### config.mk
export PLATFORM = sky130hd
export DESIGN_NAME = i2cm_queue_top
export DESIGN_NICKNAME = d
export VERILOG_FILES = /design/src/rtl/i2cm_queue_pkg.sv /design/src/rtl/i2cm_queue_fifo.sv /design/src/rtl/i2cm_queue_regs.sv /design/src/rtl/i2cm_queue_top.sv
export SDC_FILE = /design/constraint.sdc
export NUM_CORES = 1
export LEC_CHECK = 0
export CORE_UTILIZATION = 40
export DETAILED_ROUTE_END_ITERATION = 8
export PLACE_DENSITY_LB_ADDON = 0.25
export SLEW_MARGIN = 20
export SYNTH_ARGS = -nofsm -noshare
export SYNTH_HDL_FRONTEND = slang
export SYNTH_HIERARCHICAL = 1
export SYNTH_SLANG_ARGS = --single-unit
### constraint.sdc
create_clock -name clk -period 6.1 [get_ports clk]
set_input_delay 0.61 -clock clk [delete_from_list [all_inputs] [get_ports clk]]
set_output_delay 0.61 -clock clk [all_outputs]
set_load 0.01 [all_outputs]
### src/rtl/i2cm_queue_pkg.sv
package i2cm_queue_pkg;
  localparam int CMD_W     = 11;
  localparam int BYTE_W    = 8;
  localparam int BIT_READ  = 8;
  localparam int BIT_STOP  = 9;
  localparam int BIT_RSTRT = 10;

  localparam logic [2:0] RA_CMD   = 3'd0;
  localparam logic [2:0] RA_TXLVL = 3'd1;
  localparam logic [2:0] RA_RXLVL = 3'd2;
  localparam logic [2:0] RA_TXTHR = 3'd3;
  localparam logic [2:0] RA_RXTHR = 3'd4;
  localparam logic [2:0] RA_FLAGS = 3'd5;

  typedef struct packed {
    logic rx_over;
    logic rx_under;
    logic tx_over;
  } err_flags_t;
endpackage

### src/rtl/i2cm_queue_fifo.sv
module i2cm_queue_fifo #(
  parameter int W     = 8,
  parameter int DEPTH = 8,
  localparam int PW   = (DEPTH > 1) ? $clog2(DEPTH) : 1,
  localparam int LW   = $clog2(DEPTH + 1)
) (
  input  logic          clk,
  input  logic          rst_n,
  input  logic          flush,
  input  logic          push,
  input  logic [W-1:0]  din,
  input  logic          pop,
  output logic [W-1:0]  dout,
  output logic [LW-1:0] level,
  output logic          full,
  output logic          empty
);
  logic [W-1:0]  mem [DEPTH];
  logic [PW-1:0] wp, rp;
  logic          do_push, do_pop;

  assign full    = (level == LW'(DEPTH));
  assign empty   = (level == '0);
  assign do_push = push && !full && !flush;
  assign do_pop  = pop && !empty && !flush;
  assign dout    = mem[rp];

  function automatic logic [PW-1:0] nxt(input logic [PW-1:0] p);
    return (p == PW'(DEPTH - 1)) ? '0 : p + 1'b1;
  endfunction

  always_ff @(posedge clk) begin
    if (do_push) mem[wp] <= din;
  end

  always_ff @(posedge clk or negedge rst_n) begin
    if (!rst_n) begin
      wp    <= '0;
      rp    <= '0;
      level <= '0;
    end else if (flush) begin
      wp    <= '0;
      rp    <= '0;
      level <= '0;
    end else begin
      if (do_push) wp <= nxt(wp);
      if (do_pop)  rp <= nxt(rp);
      case ({do_push, do_pop})
        2'b10:   level <= level + 1'b1;
        2'b01:   level <= level - 1'b1;
        default: level <= level;
      endcase
    end
  end

  AST_LEVEL_BOUND: assert property (@(posedge clk) disable iff (!rst_n)
    level <= LW'(DEPTH)) else $error("level above depth");
  AST_FLUSH_EMPTIES: assert property (@(posedge clk) disable iff (!rst_n)
    flush |=> (level == '0)) else $error("flush left entries");
  AST_PUSHPOP_STABLE: assert property (@(posedge clk) disable iff (!rst_n)
    (push && pop && !full && !empty && !flush) |=> $stable(level))
    else $error("push+pop moved level");
  AST_FULL_NO_GROW: assert property (@(posedge clk) disable iff (!rst_n)
    (full && !flush) |=> (level <= LW'(DEPTH))) else $error("grew past full");
endmodule

### src/rtl/i2cm_queue_regs.sv
module i2cm_queue_regs
  import i2cm_queue_pkg::*;
#(
  parameter int DEPTH = 8,
  localparam int LW   = $clog2(DEPTH + 1)
) (
  input  logic              clk,
  input  logic              rst_n,
  input  logic              wr,
  input  logic [2:0]        addr,
  input  logic [LW-1:0]     thr_wdata,
  input  logic [2:0]        clr_bits,
  input  err_flags_t        set_ev,
  input  logic [LW-1:0]     tx_level,
  input  logic [LW-1:0]     rx_level,
  input  logic [BYTE_W-1:0] rx_byte,
  input  logic              rx_empty,
  output logic [CMD_W-1:0]  rdata,
  output logic [LW-1:0]     tx_thr,
  output logic [LW-1:0]     rx_thr,
  output err_flags_t        flags
);
  logic [2:0] clr;

  assign clr = (wr && addr == RA_FLAGS) ? clr_bits : 3'b000;

  always_ff @(posedge clk or negedge rst_n) begin
    if (!rst_n) begin
      tx_thr <= LW'(DEPTH / 2);
      rx_thr <= '0;
      flags  <= '0;
    end else begin
      if (wr && addr == RA_TXTHR) tx_thr <= thr_wdata;
      if (wr && addr == RA_RXTHR) rx_thr <= thr_wdata;
      flags <= (flags & ~clr) | set_ev;
    end
  end

  always_comb begin
    rdata = '0;
    case (addr)
      RA_CMD:   rdata = rx_empty ? '0 : CMD_W'(rx_byte);
      RA_TXLVL: rdata = CMD_W'(tx_level);
      RA_RXLVL: rdata = CMD_W'(rx_level);
      RA_TXTHR: rdata = CMD_W'(tx_thr);
      RA_RXTHR: rdata = CMD_W'(rx_thr);
      RA_FLAGS: rdata = CMD_W'(flags);
      default:  rdata = '0;
    endcase
  end

  AST_CLEAR_WORKS: assert property (@(posedge clk) disable iff (!rst_n)
    (wr && addr == RA_FLAGS && clr_bits[0] && !set_ev.tx_over) |=> !flags.tx_over)
    else $error("flag clear ignored");
  AST_SET_WINS: assert property (@(posedge clk) disable iff (!rst_n)
    set_ev.rx_over |=> flags.rx_over) else $error("set lost");
endmodule

### src/rtl/i2cm_queue_top.sv
module i2cm_queue_top
  import i2cm_queue_pkg::*;
#(
  parameter int DEPTH = 8
) (
  input  logic        clk,
  input  logic        rst_n,
  input  logic        reg_wr,
  input  logic        reg_rd,
  input  logic [2:0]  reg_addr,
  input  logic [10:0] reg_wdata,
  output logic [10:0] reg_rdata,
  output logic        cmd_valid,
  input  logic        cmd_ready,
  output logic [10:0] cmd_data,
  input  logic        rxb_valid,
  input  logic [7:0]  rxb_data,
  input  logic        xfer_abort,
  output logic        tx_empty_lvl,
  output logic        rx_full_lvl,
  output logic        tx_over,
  output logic        rx_under,
  output logic        rx_over
);
  localparam int LW = $clog2(DEPTH + 1);

  logic              cmd_wr, rx_pop, tx_pop;
  logic [CMD_W-1:0]  canon;
  logic [LW-1:0]     tx_level, rx_level, tx_thr, rx_thr;
  logic              tx_full, tx_empty, rx_full, rx_empty;
  logic [BYTE_W-1:0] rx_byte;
  err_flags_t        set_ev, flags;

  assign cmd_wr = reg_wr && (reg_addr == RA_CMD);
  assign rx_pop = reg_rd && (reg_addr == RA_CMD);
  assign canon  = reg_wdata[BIT_READ]
                ? {reg_wdata[BIT_RSTRT:BIT_READ], {BYTE_W{1'b0}}}
                : reg_wdata;

  assign cmd_valid = !tx_empty;
  assign tx_pop    = cmd_valid && cmd_ready;

  i2cm_queue_fifo #(.W(CMD_W), .DEPTH(DEPTH)) u_txq (
    .clk(clk), .rst_n(rst_n), .flush(xfer_abort),
    .push(cmd_wr), .din(canon), .pop(tx_pop), .dout(cmd_data),
    .level(tx_level), .full(tx_full), .empty(tx_empty)
  );

  i2cm_queue_fifo #(.W(BYTE_W), .DEPTH(DEPTH)) u_rxq (
    .clk(clk), .rst_n(rst_n), .flush(xfer_abort),
    .push(rxb_valid), .din(rxb_data), .pop(rx_pop), .dout(rx_byte),
    .level(rx_level), .full(rx_full), .empty(rx_empty)
  );

  assign set_ev.tx_over  = cmd_wr && tx_full && !xfer_abort;
  assign set_ev.rx_under = rx_pop && rx_empty && !xfer_abort;
  assign set_ev.rx_over  = rxb_valid && rx_full && !xfer_abort;

  i2cm_queue_regs #(.DEPTH(DEPTH)) u_regs (
    .clk(clk), .rst_n(rst_n), .wr(reg_wr), .addr(reg_addr),
    .thr_wdata(reg_wdata[LW-1:0]), .clr_bits(reg_wdata[2:0]),
    .set_ev(set_ev), .tx_level(tx_level), .rx_level(rx_level),
    .rx_byte(rx_byte), .rx_empty(rx_empty), .rdata(reg_rdata),
    .tx_thr(tx_thr), .rx_thr(rx_thr), .flags(flags)
  );

  assign tx_empty_lvl = (tx_level <= tx_thr);
  assign rx_full_lvl  = (rx_level > rx_thr);
  assign tx_over      = flags.tx_over;
  assign rx_under     = flags.rx_under;
  assign rx_over      = flags.rx_over;

  AST_HEAD_HELD: assert property (@(posedge clk) disable iff (!rst_n)
    (cmd_valid && !cmd_ready && !xfer_abort) |=> (cmd_valid && $stable(cmd_data)))
    else $error("head changed while stalled");
  AST_READ_CANON: assert property (@(posedge clk) disable iff (!rst_n)
    (cmd_valid && cmd_data[BIT_READ]) |-> (cmd_data[7:0] == 8'h00))
    else $error("read word kept byte");
  AST_TXOVER_SET: assert property (@(posedge clk) disable iff (!rst_n)
    (cmd_wr && tx_full && !xfer_abort) |=> tx_over) else $error("tx_over missed");
  AST_RXUNDER_SET: assert property (@(posedge clk) disable iff (!rst_n)
    (rx_pop && rx_empty && !xfer_abort) |=> rx_under) else $error("rx_under missed");
  AST_RXOVER_SET: assert property (@(posedge clk) disable iff (!rst_n)
    (rxb_valid && rx_full && !xfer_abort) |=> rx_over) else $error("rx_over missed");
endmodule

==> summary.md <==
| Metric | Value |
|---|---|
| Synth area leader | `edfxtp_1` |
| Max transition margin | `roughly a quarter` |
| Dominant cells by area after synthesis | `edfxtp_1 56%, mux4_2 10%, dfrtp_1 9.1%, mux2_2 4.1%, ha_1 3.0%` |
| Die W | `145 µm` |
| CTS root buffer | `clkbuf_16` |
| CTS tree | `yes` |
| Tmin final | `about 3.8 ns` |
| Setup tns final | `0 ns` |
| Post-synth EDFFs | `152` |
| Pleak | `between 3 and 4 nW` |
| Peak VDD IR | `210 µV` |
| Filler cells | `1,722` |
| Synth Register Bits | `between 150 and 200` |
| Hold Slack | `around 0.5 ns` |
| Hold Violations, Final | `0` |
| Startpoint Class | `flop` |
| Final HPWL DP | `between 10,000 and 15,000 µm` |
| Delay-heaviest family, CP | `flip-flops` |
| Maxcap violations | `0` |
| Critical Path Fanout Max | `18` |
| Detail Route Antenna Nets | `0` |
| Post-CTS setup repair buffer count | `0` |
| Worst Hold Class | `reg -> reg` |
| Slowest-stage cell, CP | `dfrtp_1` |
| P per Cell Area | `288 nW/µm²` |
| Final instance area | `9670 µm²` |
| Asr flop ratio synth | `~17%` |
| Via/cell ratio | `5.33` |
| RSZ-0062 raised after global routing | `false` |
| Crit path capture type | `output pin` |
| First-pass DRT Iterations | `4` |
| Diodes inserted | `0` |
| Die Span Y | `145 µm` |
| Vias in the first global route | `about 4,700` |
| Cell breakdown of the critical path | `mux4_2, mux2_2, or3b_1, a221oi_2, a21o_1, clkdlybuf4s50_1` |
| Ys flop type | `edfxtp_1` |
| Ratio of cells with drive above 1 in the final layout | `between 20 and 25%` |
| DP Cell Count | `803` |
| Layout Skew | `roughly 0.015 ns` |
| Register area share after synthesis | `approximately two thirds` |
| RePlAce Congestion | `0.851` |
| DIE AREA | `~21,000 µm²` |
| DRC | `0` |
| Gr usage total | `between 10% and 20%` |
| Placed cell area | `around 9000 µm²` |
| Synthesized area | `slightly above 8000 µm²` |
| Largest net degree at the start of global routing | `32` |
| Ys Warns | `6` |
| Post-route insts no fill | `around 840` |
| Post-cts resize count | `0` |
| Via count | `approximately 4,500` |
| Starting Density | `40.7%` |
| GRT Residual Overflow | `0` |
| DR WL/cell | `19.7 µm` |
| Critical Path AT | `3.18 ns` |
| IO Count | `57` |
| Tcrit/Tclk final | `62.1%` |
| Worst path bufs/invs | `1` |
| Core Util, Final | `between 40% and 50%` |
| Final setup viols | `0` |
| CTS clock-pin slew for the worst setup and hold paths | `0.07 ns` |
| Final max-slew violation count | `0` |
| Longest Clk Path Bufs | `2` |
| Count of input and output buffers | `53` |
| Row count | `between 50 and 60` |
| CTS H-Tree Depth | `4` |
| Syn Inst Count | `about 490` |
| Post-synth cell types | `just under 60` |
| Wirelength, routed | `between 15,000 and 20,000 µm` |
| Required @ worst endpoint | `about 5.5 ns` |
| Initial antenna violation count | `0` |
| Run status | `finished clean` |
| Crit path kind | `reg -> out` |
| DRT iter0 DRCs | `approximately 200` |
| Critical Path Max Stage Delay | `approximately 0.9 ns` |
| Share of the synthesized area in the top cell type | `a little under three fifths` |
| Post-CTS Hold Buffers | `0` |
| CTS Buf Count | `17` |
| Avg Cell Area, Syn | `approximately 17 µm²` |
| Final Net Count | `603` |
| Core area | `20,200 µm²` |
| Worst Tran Pin Value | `approximately 1.1 ns` |
| Clock sinks | `between 150 and 200` |
| Clk_lat worst skew | `0.44 ns` |
| Area added between synthesis and finish | `17.8%` |
| Fmax | `roughly 260 MHz` |
| Global-route wire length before repair | `around 26,000 µm` |
==> registers in the layout (all words and copies together) (netlist names) <==
| register | count |
|---|---|
| u_regs/tx_thr | 4 |
| u_txq/level | 4 |
| u_regs/flags | 3 |
| u_rxq/level | 4 |
| u_txq/wp | 3 |
| u_rxq/wp | 3 |
| u_txq/mem | 88 |
| u_rxq/mem | 64 |
| u_regs/rx_thr | 4 |
| u_rxq/rp | 3 |
| u_txq/rp | 3 |
==> power breakdown <==
| part | switching, W | internal, W | total, W |
|---|---|---|---|
| clock | 0.000533 | 0.000638 | 0.00117 |
| combinational | 0.0000954 | 0.0000996 | 0.000195 |
| sequential | 0.0000341 | 0.00138 | 0.00141 |
==> through the flow <==
stage          total power, W  worst slack, ns
3_5_place_dp          0.00164             2.05
3_3_place_gp          0.00163             2.26
4_1_cts               0.00280             2.26
2_1_floorplan         0.00155             2.99
6_report              0.00278             2.31
5_1_grt               0.00287             2.18
==> synth_stat cells, types with 6 or more instances <==
cell / number
buf_2: 8
inv_1: 12
nand2_1: 18
mux2_2: 30
nor2b_1: 12
nor3_1: 11
mux4_2: 38
dfrtp_1: 30
nand2b_1: 6
and2_1: 9
nor2_1: 34
clkbuf_1: 8
a21oi_1: 14
edfxtp_1: 152
ha_1: 20
mux2i_1: 13
==> area by class of cell <==
cell class	count	area, µm²	area share [%]
flip-flops and latches	183	5340	55.3
multi-input cells	273	2690	27.8
repair buffers	65	621	6.42
clock buffers	17	425	4.40
well taps	270	338	3.49
clock inverters	15	209	2.16
inverters	12	45.0	0.466
==> kinds of logic after synthesis <==
group,Yosys count,synth area share (%)
DFF,183,65.1
and+or+nand+nor,120,7.82
muxes,82,16.3
AOI/OAI and AO/OA,42,4.36
buffers and inverters,38,2.45
adders and majority gates,22,3.54
xor gates and xnor gates,4,0.427
other,1,0.0457
==> path summary, 6_finish.rpt <==
kind	from	end	slack, ns	cells past startpoint
min in group asynchronous	rst_n	u_rxq/level[0]	0.57	2
setup reg to reg	u_rxq/level[1]	u_rxq/level[3]	2.66	8
hold reg to reg	u_regs/flags[2]	u_regs/flags[2]	0.50	1
hold / removal	u_regs/flags[2]	u_regs/flags[2]	0.50	1
setup / recovery	u_rxq/rp[1]	reg_rdata[0]	2.31	6
max in group asynchronous	rst_n	u_regs/tx_thr[2]	5.18	2
==> layer usage <==
metal  part of all wire (%)  GRT usage [%]  up-vias
met3                    3.3           3.87       23
met2                     51           28.5       77
met5                      0              0        -
met4                    1.6           5.53        0
li1                       -              -     2041
met1                     44           21.1     2313
==> cell usage in the layout (no fill, tap or decap), drive strengths merged, types with 4 or more instances in the layout <==
cell and count:
edfxtp 152, clkdlybuf4s50 53, mux4 38, nor2 34
mux2 31, dfrtp 30, inv 24, ha 20
nand2 18, clkbuf 17, a21oi 15, mux2i 13
nor2b 12, buf 12, nor3 12, and2 9
nand2b 6, a21o 5, nand3 5, xnor2 4
a211oi 4
Power figures use the tool's default switching activity.
